### config.mk
export PLATFORM = sky130hd
export DESIGN_NAME = ccd4_phase_seq
export DESIGN_NICKNAME = d
export VERILOG_FILES = /design/src/rtl/ccd4_pkg.sv /design/src/rtl/ccd4_dwell_timer.sv /design/src/rtl/ccd4_shift_counter.sv /design/src/rtl/ccd4_gate_reg.sv /design/src/rtl/ccd4_phase_seq.sv
export SDC_FILE = /design/constraint.sdc
export NUM_CORES = 1
export LEC_CHECK = 0
export ABC_AREA = 1
export BUFFER_PORTS_ARGS = -buffer_cell sky130_fd_sc_hd__buf_2
export CORE_MARGIN = 2
export CORE_UTILIZATION = 59
export CTS_BUF_LIST = sky130_fd_sc_hd__clkbuf_8
export DETAILED_ROUTE_END_ITERATION = 7
export PLACE_DENSITY = 0.82
export SLEW_MARGIN = 20
export SYNTH_ARGS = -nofsm -noshare
export SYNTH_HDL_FRONTEND = slang
export SYNTH_SLANG_ARGS = --single-unit
### constraint.sdc
create_clock -name clk -period 2.5 [get_ports clk]
set_input_delay 0.25 -clock clk [delete_from_list [all_inputs] [get_ports clk]]
set_output_delay 0.25 -clock clk [all_outputs]
set_load 0.03 [all_outputs]
### src/rtl/ccd4_pkg.sv
package ccd4_pkg;
  typedef logic [3:0] gate_vec_t;
  // rest pattern: gates A and B high
  localparam gate_vec_t GATES_REST = 4'b0011;
  // last stage of a pixel cycle: gates D and A high
  localparam gate_vec_t GATES_WRAP = 4'b1001;

  function automatic gate_vec_t gates_step(input gate_vec_t g);
    return {g[2:0], g[3]};
  endfunction
endpackage

### src/rtl/ccd4_dwell_timer.sv
module ccd4_dwell_timer #(
  parameter int DWELL_W = 8
) (
  input  logic               clk,
  input  logic               rst,
  input  logic               load_i,
  input  logic [DWELL_W-1:0] dwell_i,
  input  logic               run_i,
  output logic               tick_o
);
  localparam logic [DWELL_W-1:0] ONE = DWELL_W'(1);

  logic [DWELL_W-1:0] len_q, cnt_q, eff_len;

  assign eff_len = (dwell_i == '0) ? ONE : dwell_i;
  assign tick_o  = run_i && (cnt_q == '0);

  always_ff @(posedge clk) begin
    if (rst) begin
      len_q <= ONE;
      cnt_q <= '0;
    end else if (load_i) begin
      len_q <= eff_len;
      cnt_q <= eff_len - ONE;
    end else if (run_i) begin
      if (cnt_q == '0) cnt_q <= len_q - ONE;
      else             cnt_q <= cnt_q - ONE;
    end
  end

  assert_len_nonzero_R4: assert property (@(posedge clk) disable iff (rst)
    len_q != '0);
endmodule

### src/rtl/ccd4_shift_counter.sv
module ccd4_shift_counter #(
  parameter int SHIFT_W = 11
) (
  input  logic               clk,
  input  logic               rst,
  input  logic               load_i,
  input  logic [SHIFT_W-1:0] count_i,
  input  logic               dec_i,
  output logic               last_o
);
  logic [SHIFT_W-1:0] rem_q;

  assign last_o = (rem_q == SHIFT_W'(1));

  always_ff @(posedge clk) begin
    if (rst)         rem_q <= '0;
    else if (load_i) rem_q <= count_i;
    else if (dec_i)  rem_q <= rem_q - SHIFT_W'(1);
  end

  assert_no_underflow_R8: assert property (@(posedge clk) disable iff (rst)
    dec_i |-> rem_q != '0);
endmodule

### src/rtl/ccd4_gate_reg.sv
module ccd4_gate_reg
  import ccd4_pkg::*;
(
  input  logic      clk,
  input  logic      rst,
  input  logic      adv_i,
  output gate_vec_t gate_o
);
  gate_vec_t gate_q;

  always_ff @(posedge clk) begin
    if (rst)        gate_q <= GATES_REST;
    else if (adv_i) gate_q <= gates_step(gate_q);
  end

  assign gate_o = gate_q;

  assert_pair_adjacent_R3: assert property (@(posedge clk) disable iff (rst)
    gate_q inside {4'b0011, 4'b0110, 4'b1100, 4'b1001});
  assert_one_rise_one_fall_R3: assert property (@(posedge clk) disable iff (rst)
    (gate_q != $past(gate_q)) |->
      ($countones(gate_q & ~$past(gate_q)) == 1 &&
       $countones(~gate_q & $past(gate_q)) == 1));
endmodule

### src/rtl/ccd4_phase_seq.sv
module ccd4_phase_seq
  import ccd4_pkg::*;
#(
  parameter int DWELL_W = 8,
  parameter int SHIFT_W = 11
) (
  input  logic               clk,
  input  logic               rst,
  input  logic               start_i,
  input  logic [DWELL_W-1:0] dwell_i,
  input  logic [SHIFT_W-1:0] shifts_i,
  output logic [3:0]         gate_o,
  output logic               busy_o,
  output logic               done_o
);
  logic      busy_q, done_q, accept, tick, last, pixel_end, finish;
  gate_vec_t gates;

  assign accept    = start_i && !busy_q && (shifts_i != '0);
  assign pixel_end = tick && (gates == GATES_WRAP);
  assign finish    = pixel_end && last;

  ccd4_dwell_timer #(.DWELL_W(DWELL_W)) u_timer (
    .clk(clk), .rst(rst), .load_i(accept), .dwell_i(dwell_i),
    .run_i(busy_q), .tick_o(tick)
  );

  ccd4_shift_counter #(.SHIFT_W(SHIFT_W)) u_count (
    .clk(clk), .rst(rst), .load_i(accept), .count_i(shifts_i),
    .dec_i(pixel_end), .last_o(last)
  );

  ccd4_gate_reg u_gates (
    .clk(clk), .rst(rst), .adv_i(tick), .gate_o(gates)
  );

  always_ff @(posedge clk) begin
    if (rst) begin
      busy_q <= 1'b0;
      done_q <= 1'b0;
    end else begin
      done_q <= finish;
      if (accept)      busy_q <= 1'b1;
      else if (finish) busy_q <= 1'b0;
    end
  end

  assign gate_o = gates;
  assign busy_o = busy_q;
  assign done_o = done_q;

  assert_busy_needs_start_R5: assert property (@(posedge clk) disable iff (rst)
    $rose(busy_q) |-> $past(start_i));
  assert_done_single_R7: assert property (@(posedge clk) disable iff (rst)
    done_q |=> !done_q);
  assert_done_at_end_R7: assert property (@(posedge clk) disable iff (rst)
    done_q |-> (!busy_q && $past(busy_q)));
  assert_idle_rest_R1: assert property (@(posedge clk) disable iff (rst)
    !busy_q |-> gates == GATES_REST);
endmodule

* Word level (Yosys, flattened, before mapping)
Index checks and enable logic that the tools add are counted.
** Word-level totals
- Output and inout bits :: 6
- Register bits :: 33
- Input bits :: 22
- Logic and storage cells :: 32
** Operators by class
- Reduce and logical (&&, ||, !) cells :: 12
- Add/sub/neg operators :: 4
- Equal/unequal tests :: 2
- Mux-type cells :: 8
** Operator list (number)
- $mux 8 :: 4
- $sub 8x1->8 const B :: 3
- $mux 11 :: 2
- $logic_not 8->1 :: 2
- $eq 11x1->1 const B :: 1
- $reduce_bool 11->1 :: 1
- $sub 11x1->11 const B :: 1
- $reduce_bool 2->1 :: 3
- $logic_and 1x1->1 :: 5
- $eq 4x4->1 const B :: 1
- $mux 1 :: 2
- $logic_not 1->1 :: 1

* Longest topological paths before layout
Gate-level depths: netlist of the first run.
- Word-level depth :: 6
- Gate-level depth with buffers :: 17
- Gate-level depth less buffers :: 17

* By module
A second synthesis of the first run with hierarchy kept.
** Second synthesis, totals
- Cell total of the unflattened synthesis :: 304
- Area total of the unflattened synthesis :: 2079.5 sq um
** By module, submodules not included
- ccd4_dwell_timer :: area an instance 1033.5 sq um, cells an instance 144, times used 1
- ccd4_shift_counter :: area an instance 732.0 sq um, cells an instance 112, times used 1
- ccd4_phase_seq :: area an instance 163.9 sq um, cells an instance 26, times used 1
- ccd4_gate_reg :: area an instance 150.1 sq um, cells an instance 22, times used 1

* Least setup slack after synthesis of the first run
Ideal clock, no wire load.
- Kind :: register to register
- Start point :: register busy_q (netlist: busy_o)
- End point :: register u_timer.cnt_q[6]
- Buffers on the path :: 0
- Data required time :: 2391 ps
- Period minus slack after synthesis :: 1957 ps
- Data arrival time :: 1848 ps
- Library setup time :: 109 ps
- Cell stages (with the launch flop) :: 15
- Slack :: 543 ps
- Path through :: dfxtp_1 nor2_4 nand2_4 inv_2 o21ai_2 nand2_1 inv_1 ha_1 inv_1 nor2_1 nand2_1 o21bai_1 nand3_1 nand2_1 inv_1
** On the way
- Word-level cells in the longest chain between the ends :: 4
- Elaborated cells on any way between the ends :: 5
** Ends and longest elaborated chain
- start: declaration :: line ccd4_phase_seq.sv:16 : logic busy_q, done_q, accept, tick, last, pixel_end, finish;
- start signal: assignment :: line ccd4_phase_seq.sv:39 : busy_q <= 1'b0;
- start signal: assignment :: line ccd4_phase_seq.sv:43 : if (accept) busy_q <= 1'b1;
- start signal: assignment :: line ccd4_phase_seq.sv:44 : else if (finish) busy_q <= 1'b0;
- $logic_not 1->1 :: line ccd4_phase_seq.sv:19 : assign accept = start_i && !busy_q && (shifts_i != '0);
- $logic_and 1x1->1 (2 in series) :: line ccd4_phase_seq.sv:19
- $mux 8 or $reduce_bool 2->1 (tied branches)
- end signal: assignment :: line ccd4_dwell_timer.sv:24 : cnt_q <= eff_len - ONE;
- end signal: assignment :: line ccd4_dwell_timer.sv:26 : if (cnt_q == '0) cnt_q <= len_q - ONE;
- end signal: assignment :: line ccd4_dwell_timer.sv:27 : else cnt_q <= cnt_q - ONE;
- end: declaration :: line ccd4_dwell_timer.sv:13 : logic [DWELL_W-1:0] len_q, cnt_q, eff_len;
Parallel ways exist; a longest one is shown, timed or not.
A chain may end at the register's enable or synchronous reset.

* Final worst setup path of the first run
Same ends and word-level chain as after synthesis.

==> results of run 1 <==
==> synth_stat cells (5+ instances only) <==
master | number | area [sq um]
a21oi_1 | 17 | 85.1
o211ai_1 | 6 | 45.0
nand2_2 | 5 | 31.3
o21ai_0 | 13 | 65.1
xor2_1 | 7 | 61.3
nand2_1 | 81 | 304
nand3_1 | 12 | 60.1
inv_1 | 38 | 143
dfxtp_1 | 33 | 661
nor2_1 | 25 | 93.8
nor3_1 | 5 | 25.0
==> final cells by class <==
| type | count | area (sq um) |
|---|---|---|
| Timing Repair Buffer | 28 | 143 |
| Clock inverter | 3 | 13.8 |
| Sequential cell | 33 | 661 |
| Fill cell | 291 | 942 |
| Inverter | 43 | 166 |
| Clock buffer | 5 | 68.8 |
| Multi-Input combinational cell | 198 | 1000 |
| Tap cell | 44 | 55.1 |
==> state kept, by name (all words and copies together) (netlist names) <==
| signal | flops |
|---|---|
| busy_o | 1 |
| done_o | 1 |
| u_count.rem_q | 11 |
| u_gates.gate_o | 4 |
| u_timer.cnt_q | 8 |
| u_timer.len_q | 8 |
==> layer usage <==
layer	share of wire, %	GRT usage, %
met5	0	0
met4	1.5	7.45
met3	6.4	9.17
met2	43	40.9
met1	49	33.8
==> final timing paths <==
kind                    startpoint               end  slack (ps)  cells past startpoint
hold / removal          dwell_i[0]  u_timer.len_q[0]         210                      3
setup / recovery            busy_o  u_timer.cnt_q[6]         400                     14
setup reg to reg            busy_o  u_timer.cnt_q[6]         400                     14
hold reg to reg   u_timer.len_q[5]  u_timer.len_q[5]         470                      2
==> worst register-to-register path, stage by stage, from the launching register on <==
cell,delay (ps)
dfxtp_1,390
nor2_4,260
nand2_4,70
buf_4,220
nand2_1,90
nand2_1,110
inv_1,80
ha_1,130
inv_1,40
nor2_1,190
nand2_1,100
o21bai_1,130
nand3_1,80
nand2_1,60
inv_1,30
==> kinds of logic after synthesis <==
group,share of synthesized area (%)
AND/OR/NAND/NOR,32.7
buffers and inverters,12.1
AO/OA/AOI/OAI,15.1
flip-flops,34.9
XOR/XNOR,3.24
adder cells (fa/ha/maj),1.98
==> metrics by stage <==
| step | instance area [sq um] | utilization, % |
|---|---|---|
| 6_report | 2110 | 69.1 |
| 5_1_grt | 2110 | 69.1 |
| 4_1_cts | 2110 | 69.1 |
| 3_5_place_dp | 2030 | 66.4 |
| 3_3_place_gp | 2030 | 66.4 |
| 2_1_floorplan | 1890 | - |
==> power by group <==
part | total, mW | internal (mW) | switching, mW
Sequential | 0.608 | 0.572 | 0.0353
Combinational | 0.348 | 0.124 | 0.224
Clock | 0.386 | 0.188 | 0.197
==> summary.md, run 1 <==
| Metric | Value |
|---|---|
| Sink Count | 33 |
| Layout cell share with drive strength beyond 1 | between 15 and 20% |
| Slew margin rel. | 58.3% |
| Setup Total Neg Slack | 0 ps |
| Root buffer cell | clkbuf_8 |
| CP dominant cell by count | nand2_1 |
| Worst hold path type | input pin to flop |
| Leak | 1.10 nW |
| Peak supply drop | 0.000371 V |
| PortBufs | 27 |
| Final hold slack | 207 ps |
| Placed cells | 346 |
| Kind of cell adding the most delay to the critical path | simple AND/OR/NAND/NOR gates |
| Clock transition at path regs | 70 ps |
| Most common cell after layout, fill and taps aside | nand2_1 |
| Row cnt | 20 |
| Critical path class | flop to flop |
| Cts repair resizes | 0 |
| Endpoints failing hold | 0 |
| Core ar. | 0.00305 sq mm |
| Syn_nets | around 310 |
| DRT iter0 DRCs | 100 |
| Residual DRC | 0 |
| Antenna-violating nets left | 0 |
| Bufs and invs on worst path | 4 |
| Top FF cell, synth | dfxtp_1 |
| Crit path required time | 2700 ps |
| CTS tree | done |
| Detailed Routing Iterations Pass 1 | 4 |
| Starting Density | 62.0% |
| Final nets | 334 |
| Most frequent cells in the layout | 81 x nand2_1, 39 x inv_1, 33 x dfxtp_1, 27 x buf_2, 25 x nor2_1 |
| CP arrival | 2300 ps |
| Overflow after GRT | 0 |
| Routed WL | 4.19 mm |
| Yosys warnings | 0 |
| Post-CTS Setup Bufs | 0 |
| CTS H-Tree Depth | 2 |
| Yosys reg bits | 33 |
| Largest net degree at the start of global routing | 26 |
| Post-synth EDFFs | 0 |
| Crit-path slowest cell | dfxtp_1 |
| Post-Syn Area | 0.00189 sq mm |
| Syn-to-layout area delta | 11.5% |
| Die area | 0.00368 sq mm |
| Post-synthesis sequential area ratio | 34.9% |
| WL per Instance | ~12 microns |
| Slowest stage delay, CP | 390 ps |
| Yosys cell types | 30 |
| F_max | around 480 MHz |
| GRT Util Overall | between 20% and 30% |
| RSZ-0062 raised after global routing | no |
| DP HPWL | between 3 and 4 mm |
| Diode count | 0 |
| Max-slew violation count | 0 |
| Worst-path cell chain | nor2_4 -> nand2_4 -> buf_4 -> nand2_1 -> nand2_1 -> inv_1 -> ha_1 -> inv_1 -> nor2_1 -> nand2_1 -> o21bai_1 -> nand3_1 -> nand2_1 -> inv_1 |
| Crit share post-route | a little over four fifths |
| Num CTS Buffers | 5 |
| Synthesized area per cell | 6.71 sq um |
| Total number of vias | 1,779 |
| DR vias/cell | 5.03 |
| Global-route wire length before repair | 6.99 mm |
| Power density cells | 636 mW/mm^2 |
| Die Y | 60.6 microns |
| Crit end category | flop |
| I/O Pins | 28 |
| Final setup viols | 0 |
| Vias in the first global route | 1,656 |
| Status | finished, final reports clean |
| Actual slew at the worst max-slew pin | 625 ps |
| Initial antenna violation count | 0 |
| Routability cong. | 0.878 |
| Post-synth ARST share | 0% |
| Clk_skew | 4.31 ps |
| Worst-Skew Late Latency | 290 ps |
| Clock tree buffer depth | 2 |
| CP max FO | 25 |
| Synth Instances | 282 |
| # Max-Cap Violations | 0 |
| Worst slack at placement | 335 ps |
| Setup crit start kind | flop |
| Fin crit period | 2100 ps |
| Hold_buf cts | 0 |
| Finished Layout Cells | ~350 |
| Die width | 60.6 microns |
| Final WS setup | 403 ps |
| Pwr Total | approximately 1.3 mW |
No activity file was read; power rests on OpenSTA's default activity.
==> run 2: changes to the inputs <==
--- a/config.mk
+++ b/config.mk
@@ -5,7 +5,7 @@
 export SDC_FILE = /design/constraint.sdc
 export NUM_CORES = 1
 export LEC_CHECK = 0
-export ABC_AREA = 1
+export ABC_AREA = 0
 export BUFFER_PORTS_ARGS = -buffer_cell sky130_fd_sc_hd__buf_2
 export CORE_MARGIN = 2
 export CORE_UTILIZATION = 59
==> constraint.sdc (replaced) <==
create_clock -name clk -period 2.1 [get_ports clk]
set_input_delay 0.21 -clock clk [delete_from_list [all_inputs] [get_ports clk]]
set_output_delay 0.21 -clock clk [all_outputs]
set_load 0.03 [all_outputs]
==> summary.md, run 2 <==
| Metric | Value |
|---|---|
| Status | finished with violations |
| Failing checks | negative setup slack |
| Yosys warnings | 0 |
| Fin crit period | 2600 ps |
| Final hold slack | 179 ps |
| Worst-Skew Late Latency | 300 ps |
| Sink Count | 33 |
| Initial antenna violation count | 0 |
| Crit path required time | 2250 ps |
| Yosys cell types | 53 |
| Hold Crit Start | shifts_i[9] |
| Detailed Routing Iterations Pass 1 | 5 |
| Synth Instances | approximately 240 |
| Total number of vias | around 2.3k |
| Max reg flops | 11 |
| GRT Util Overall | 35.0% |
| Critical path class | input pin to flop |
| Pwr Total | 1.99 mW |
| Hold_buf cts | 0 |
| Reg-to-Reg End | u_timer.cnt_q[6] |
| Syn-to-layout area delta | 36.7% |
| Top FF cell, synth | dfxtp_1 |
| Worst slack at placement | -850 ps |
| Syn_nets | 261 |
| Post-synthesis sequential area ratio | 34.0% |
| Final WS setup | -504 ps |
| Routed WL | 6.33 mm |
| RSZ-0062 raised after global routing | yes |
| Die area | 0.00377 sq mm |
| Antenna-violating nets left | 0 |
| Top flop regs | u_count.rem_q: 11 flops, u_timer.cnt_q: 8 flops, u_timer.len_q: 8 flops |
| CP max FO | 3 |
| Slowest stage delay, CP | around 530 ps |
| Bufs and invs on worst path | 1 |
| Reg area | 663 sq um |
| Endpoints failing hold | 0 |
| F_max | 384 MHz |
| Final setup viols | 4 |
| Crit end category | flop |
| I/O Pins | 28 |
| Critical R2R Launch | u_timer.cnt_q[6] |
| R2R cell count | 12 |
| Hold worst-path end | u_count.rem_q[9] |
| Diode count | 0 |
| Placed cells | 335 |
| Layout cell share with drive strength beyond 1 | 34.0% |
| Root buffer cell | clkbuf_8 |
| Post-Syn Area | ~0.0019 sq mm |
| WL per Instance | 18.2 microns |
| Largest Register | u_count.rem_q |
| Most common cell after layout, fill and taps aside | buf_4 |
| Global-route wire length before repair | about 9.5 mm |
| Num CTS Buffers | 5 |
| Peak supply drop | 0.000556 V |
| Clock tree buffer depth | 2 |
| Clk_skew | 5.46 ps |
| Largest net degree at the start of global routing | 26 |
| Post-synth top area share | between 30 and 40% |
| Crit share post-route | 124% |
| Worst-path cell chain | buf_6 -> or4_4 -> o31a_1 -> a311o_1 -> nand2b_1 -> ha_4 -> nor3b_4 -> o41ai_4 -> nor4b_4 -> o32a_1 -> a21oi_1 |
| Row cnt | 20 |
| # Max-Cap Violations | 0 |
| Core ar. | between 0.003 and 0.004 sq mm |
| Actual slew at the worst max-slew pin | slightly above 500 ps |
| Routability cong. | just over 0.9 |
| CTS H-Tree Depth | 2 |
| Leak | 1.06 nW |
| Overflow after GRT | 0 |
| Starting Density | 62.6% |
| Multi-input logic area | 0.00129 sq mm |
| Kind of cell adding the most delay to the critical path | simple AND/OR/NAND/NOR gates |
| Synthesized area per cell | 8.23 sq um |
| Top cells by count, synth | 33 x dfxtp_1, 33 x nor2_1, 19 x nand2_1 |
| Most frequent cells in the layout | 40 x buf_4, 33 x nor2_1, 31 x dfxtp_1, 26 x buf_2, 18 x nand2_1 |
| Worst hold path type | input pin to flop |
| DP HPWL | ~4 mm |
| Setup crit start kind | input pin |
| Util after Layout | a little under nine tenths |
| Clock transition at path regs | 70 ps |
| Die Y | 61.4 microns |
| Finished Layout Cells | approximately 350 |
| Crit-path slowest cell | or4_4 |
| Max-slew violation count | 0 |
| DRT iter0 DRCs | roughly 250 |
| Die width | 61.4 microns |
| Cell taking the most area after synthesis | dfxtp_1 |
| CP arrival | ~2800 ps |
| Number of fillers in the final layout | ~180 |
| Power density cells | 749 mW/mm^2 |
| DR vias/cell | 6.53 |
| Area contributors post-synth | dfxtp_1 34%, nor2_1 6.4%, a21oi_1 4.1% |
| PortBufs | 27 |
| Post-synth EDFFs | 0 |
| Slew margin rel. | 66.0% |
| Internal reg-to-reg setup slack | -450 ps |
| Yosys reg bits | 33 |
| Vias in the first global route | around 2k |
| Hold depth | 3 |
| Post-synth ARST share | 0% |
| Residual DRC | 0 |
| CTS tree | done |
| Final nets | 327 |
run 2: cell families after synthesis:
group / share of synthesized area, %
AND/OR/NAND/NOR: 27.5
buffers and inverters: 4.96
adder cells (fa/ha/maj): 1.93
multiplexers: 2.06
AO/OA/AOI/OAI: 24.6
XOR/XNOR: 4.96
flip-flops: 34.0
run 2: per-layer routing:
metal	up-vias	routed length, microns	GRT usage [%]
met3	48	621	10.5
met2	178	2930	57.8
met5	-	0	0
met1	1030	2500	42.0
met4	0	275	16.1
li1	1011	-	-
run 2: cell type report:
class / count / share of cell area [%]
clock inverters: 1 / 0.188
repair buffers: 70 / 18.8
clock buffers: 7 / 3.63
well taps: 44 / 2.07
multi-input cells: 181 / 48.8
flip-flops and latches: 33 / 25.0
inverters: 11 / 1.55
run 2: how the worst max path moves through the flow:
stage / slack [ps] / from / end / cells after the start
after floorplan: -590 / shifts_i[0] / u_timer.cnt_q[6] / 12
after CTS: -470 / shifts_i[10] / u_timer.cnt_q[6] / 11
after detailed placement: -850 / shifts_i[0] / u_timer.cnt_q[6] / 11
after global routing: -580 / shifts_i[10] / u_timer.cnt_q[6] / 11
after global placement: -690 / shifts_i[0] / u_timer.cnt_q[6] / 11
final: -500 / shifts_i[10] / u_timer.cnt_q[6] / 11
run 2: where the power goes:
part	leakage (nW)	switching, mW	internal, mW
Sequential	0.272	0.0506	0.679
Clock	0.0542	0.240	0.296
Combinational	0.738	0.380	0.344
Total	1.06	0.671	1.32
run 2: repair_timing:
item	in CTS	in global routing
pin swaps	16	5
resized for setup	9	9
cloned	1	0
setup buffers	4	1
setup endpoints to repair	3	12
run 2: worst register-to-register path, cell delays in order (launching register included):
cell	delay [ps]
dfxtp_2	330
or4_4	570
nor3_4	210
a31oi_1	110
o21a_1	210
ha_4	170
buf_4	130
buf_6	120
inv_2	70
nor2_1	60
xnor2_1	170
o32a_1	180
a21oi_1	80
run 2: metrics by stage:
step	cell area (sq um)	setup TNS, ps
3_5_place_dp	2410	-2110
2_1_floorplan	2000	-1170
6_report	2660	-1230
4_1_cts	2600	-1180
3_3_place_gp	2410	-1830
5_1_grt	2660	-2080
==> run 3: changes to the inputs <==
--- a/config.mk
+++ b/config.mk
@@ -8,10 +8,10 @@
 export ABC_AREA = 0
 export BUFFER_PORTS_ARGS = -buffer_cell sky130_fd_sc_hd__buf_2
 export CORE_MARGIN = 2
-export CORE_UTILIZATION = 59
+export CORE_UTILIZATION = 53
 export CTS_BUF_LIST = sky130_fd_sc_hd__clkbuf_8
 export DETAILED_ROUTE_END_ITERATION = 7
-export PLACE_DENSITY = 0.82
+export PLACE_DENSITY = 0.78
 export SLEW_MARGIN = 20
 export SYNTH_ARGS = -nofsm -noshare
 export SYNTH_HDL_FRONTEND = slang
==> constraint.sdc (replaced) <==
create_clock -name clk -period 2.09 [get_ports clk]
set_input_delay 0.209 -clock clk [delete_from_list [all_inputs] [get_ports clk]]
set_output_delay 0.209 -clock clk [all_outputs]
set_load 0.03 [all_outputs]
==> summary.md, run 3 (same netlist as run 2, synthesis figures left out) <==
| Metric | Value |
|---|---|
| Final setup viols | 3 |
| Row cnt | 21 |
| Crit-path slowest cell | or4_4 |
| CTS tree | done |
| Diode count | 0 |
| Initial antenna violation count | 0 |
| Die Y | 64.6 microns |
| Max reg flops | 11 |
| Detailed Routing Iterations Pass 1 | 5 |
| Most frequent cells in the layout | 43 x buf_4, 32 x nor2_1, 32 x dfxtp_1, 25 x buf_2, 18 x nand2_1 |
| Crit share post-route | 120% |
| F_max | ~400 MHz |
| Clock transition at path regs | ~80 ps |
| Internal reg-to-reg setup slack | -410 ps |
| Global-route wire length before repair | 9.01 mm |
| Most common cell after layout, fill and taps aside | buf_4 |
| Worst-Skew Late Latency | 300 ps |
| Largest Register | u_count.rem_q |
| Worst-path cell chain | or4_4 -> nor3_4 -> a311o_1 -> nand2b_1 -> ha_4 -> buf_4 -> buf_6 -> a31oi_4 -> nor2_4 -> a2111oi_4 |
| Die area | between 0.004 and 0.005 sq mm |
| GRT Util Overall | 28.1% |
| CTS H-Tree Depth | 2 |
| Syn-to-layout area delta | 36.8% |
| Peak supply drop | 0.000522 V |
| Power density cells | 769 mW/mm^2 |
| Crit end category | flop |
| DP HPWL | ~4 mm |
| Die width | 64.6 microns |
| Sink Count | 33 |
| # Max-Cap Violations | 0 |
| Final WS setup | -409 ps |
| Clock tree buffer depth | 2 |
| Setup crit start kind | flop |
| Top flop regs | u_count.rem_q: 11 flops, u_timer.cnt_q: 8 flops, u_timer.len_q: 8 flops |
| Leak | 1.05 nW |
| Status | finished with violations |
| Routed WL | approximately 5.6 mm |
| Clk_skew | 10.2 ps |
| Starting Density | 56.9% |
| Fin crit period | 2500 ps |
| Core ar. | ~0.0034 sq mm |
| Number of fillers in the final layout | 242 |
| Worst slack at placement | -787 ps |
| Crit path required time | 2270 ps |
| I/O Pins | 28 |
| RSZ-0062 raised after global routing | yes |
| Endpoints failing hold | 0 |
| Root buffer cell | clkbuf_8 |
| DR vias/cell | 6.15 |
| Max-slew violation count | 0 |
| CP arrival | 2680 ps |
| Residual DRC | 0 |
| Kind of cell adding the most delay to the critical path | simple AND/OR/NAND/NOR gates |
| Largest net degree at the start of global routing | 24 |
| Vias in the first global route | 1,956 |
| Num CTS Buffers | 5 |
| Total number of vias | about 2.2k |
| Actual slew at the worst max-slew pin | 491 ps |
| Final nets | 329 |
| Antenna-violating nets left | 0 |
| Failing checks | negative setup slack |
| Routability cong. | 0.904 |
| WL per Instance | 15.9 microns |
| Slew margin rel. | 67.2% |
| DRT iter0 DRCs | 214 |
| Overflow after GRT | 0 |
| Worst hold path type | input pin to flop |
| PortBufs | 27 |
| CP max FO | 3 |
| Pwr Total | 2.04 mW |
| Critical path class | flop to flop |
| Slowest stage delay, CP | 560 ps |
| Layout cell share with drive strength beyond 1 | approximately 33% |
| Bufs and invs on worst path | 2 |
run 3: repair_timing:
action,CTS,global route
gates cloned,0,0
setup buffers,2,1
gates resized for setup,8,7
hold buffers,0,0
setup endpoints to repair,4,6
pin swaps,8,3
run 3: layout make-up:
class | instances | area, sq um | share of cell area, %
clock inverter | 3 | 46.3 | 1.74
tap | 46 | 57.6 | 2.17
clock buffer | 5 | 68.8 | 2.59
inverter | 11 | 41.3 | 1.55
multi-input combinational | 181 | 1280 | 48.4
timing repair buffer | 72 | 497 | 18.7
sequential | 33 | 662 | 24.9
run 3: worst register-to-register path, stage by stage, from the launching register on:
cell       delay, ps
dfxtp_2          330
or4_4            560
nor3_4           170
a311o_1          190
nand2b_1         110
ha_4             180
buf_4            130
buf_6            110
a31oi_4          190
nor2_4            60
a2111oi_4        340
run 3: worst paths after layout:
path                 endpoint              from  cells past startpoint
min          u_count.rem_q[0]       shifts_i[0]                      3
max          u_timer.cnt_q[2]  u_timer.cnt_q[4]                     10
min reg2reg  u_timer.len_q[7]  u_timer.len_q[7]                      2
max reg2reg  u_timer.cnt_q[2]  u_timer.cnt_q[4]                     10
run 3: through the flow:
stage / TNS [ps] / instances / area, sq um / hold WS [ps] / util [%]
2_1_floorplan: -1210 / 236 / 2000 / 345 / -
3_3_place_gp: -1820 / 340 / 2440 / 447 / 71.4
3_5_place_dp: -2140 / 340 / 2440 / 454 / 71.4
4_1_cts: -883 / 350 / 2610 / 193 / 76.3
5_1_grt: -1360 / 351 / 2660 / 198 / 77.8
6_report: -1150 / 351 / 2660 / 187 / 77.8
run 3: per-layer routing:
layer,global-route usage (%),part of all wire [%]
met4,8.78,2.3
met2,48.3,49
met1,35.1,43
met5,0,0
met3,6.25,6.3
run 3: power by group:
part	switching [mW]	internal [mW]	total (mW)
combinational	0.368	0.330	0.698
clock	0.263	0.357	0.619
sequential	0.0440	0.681	0.725
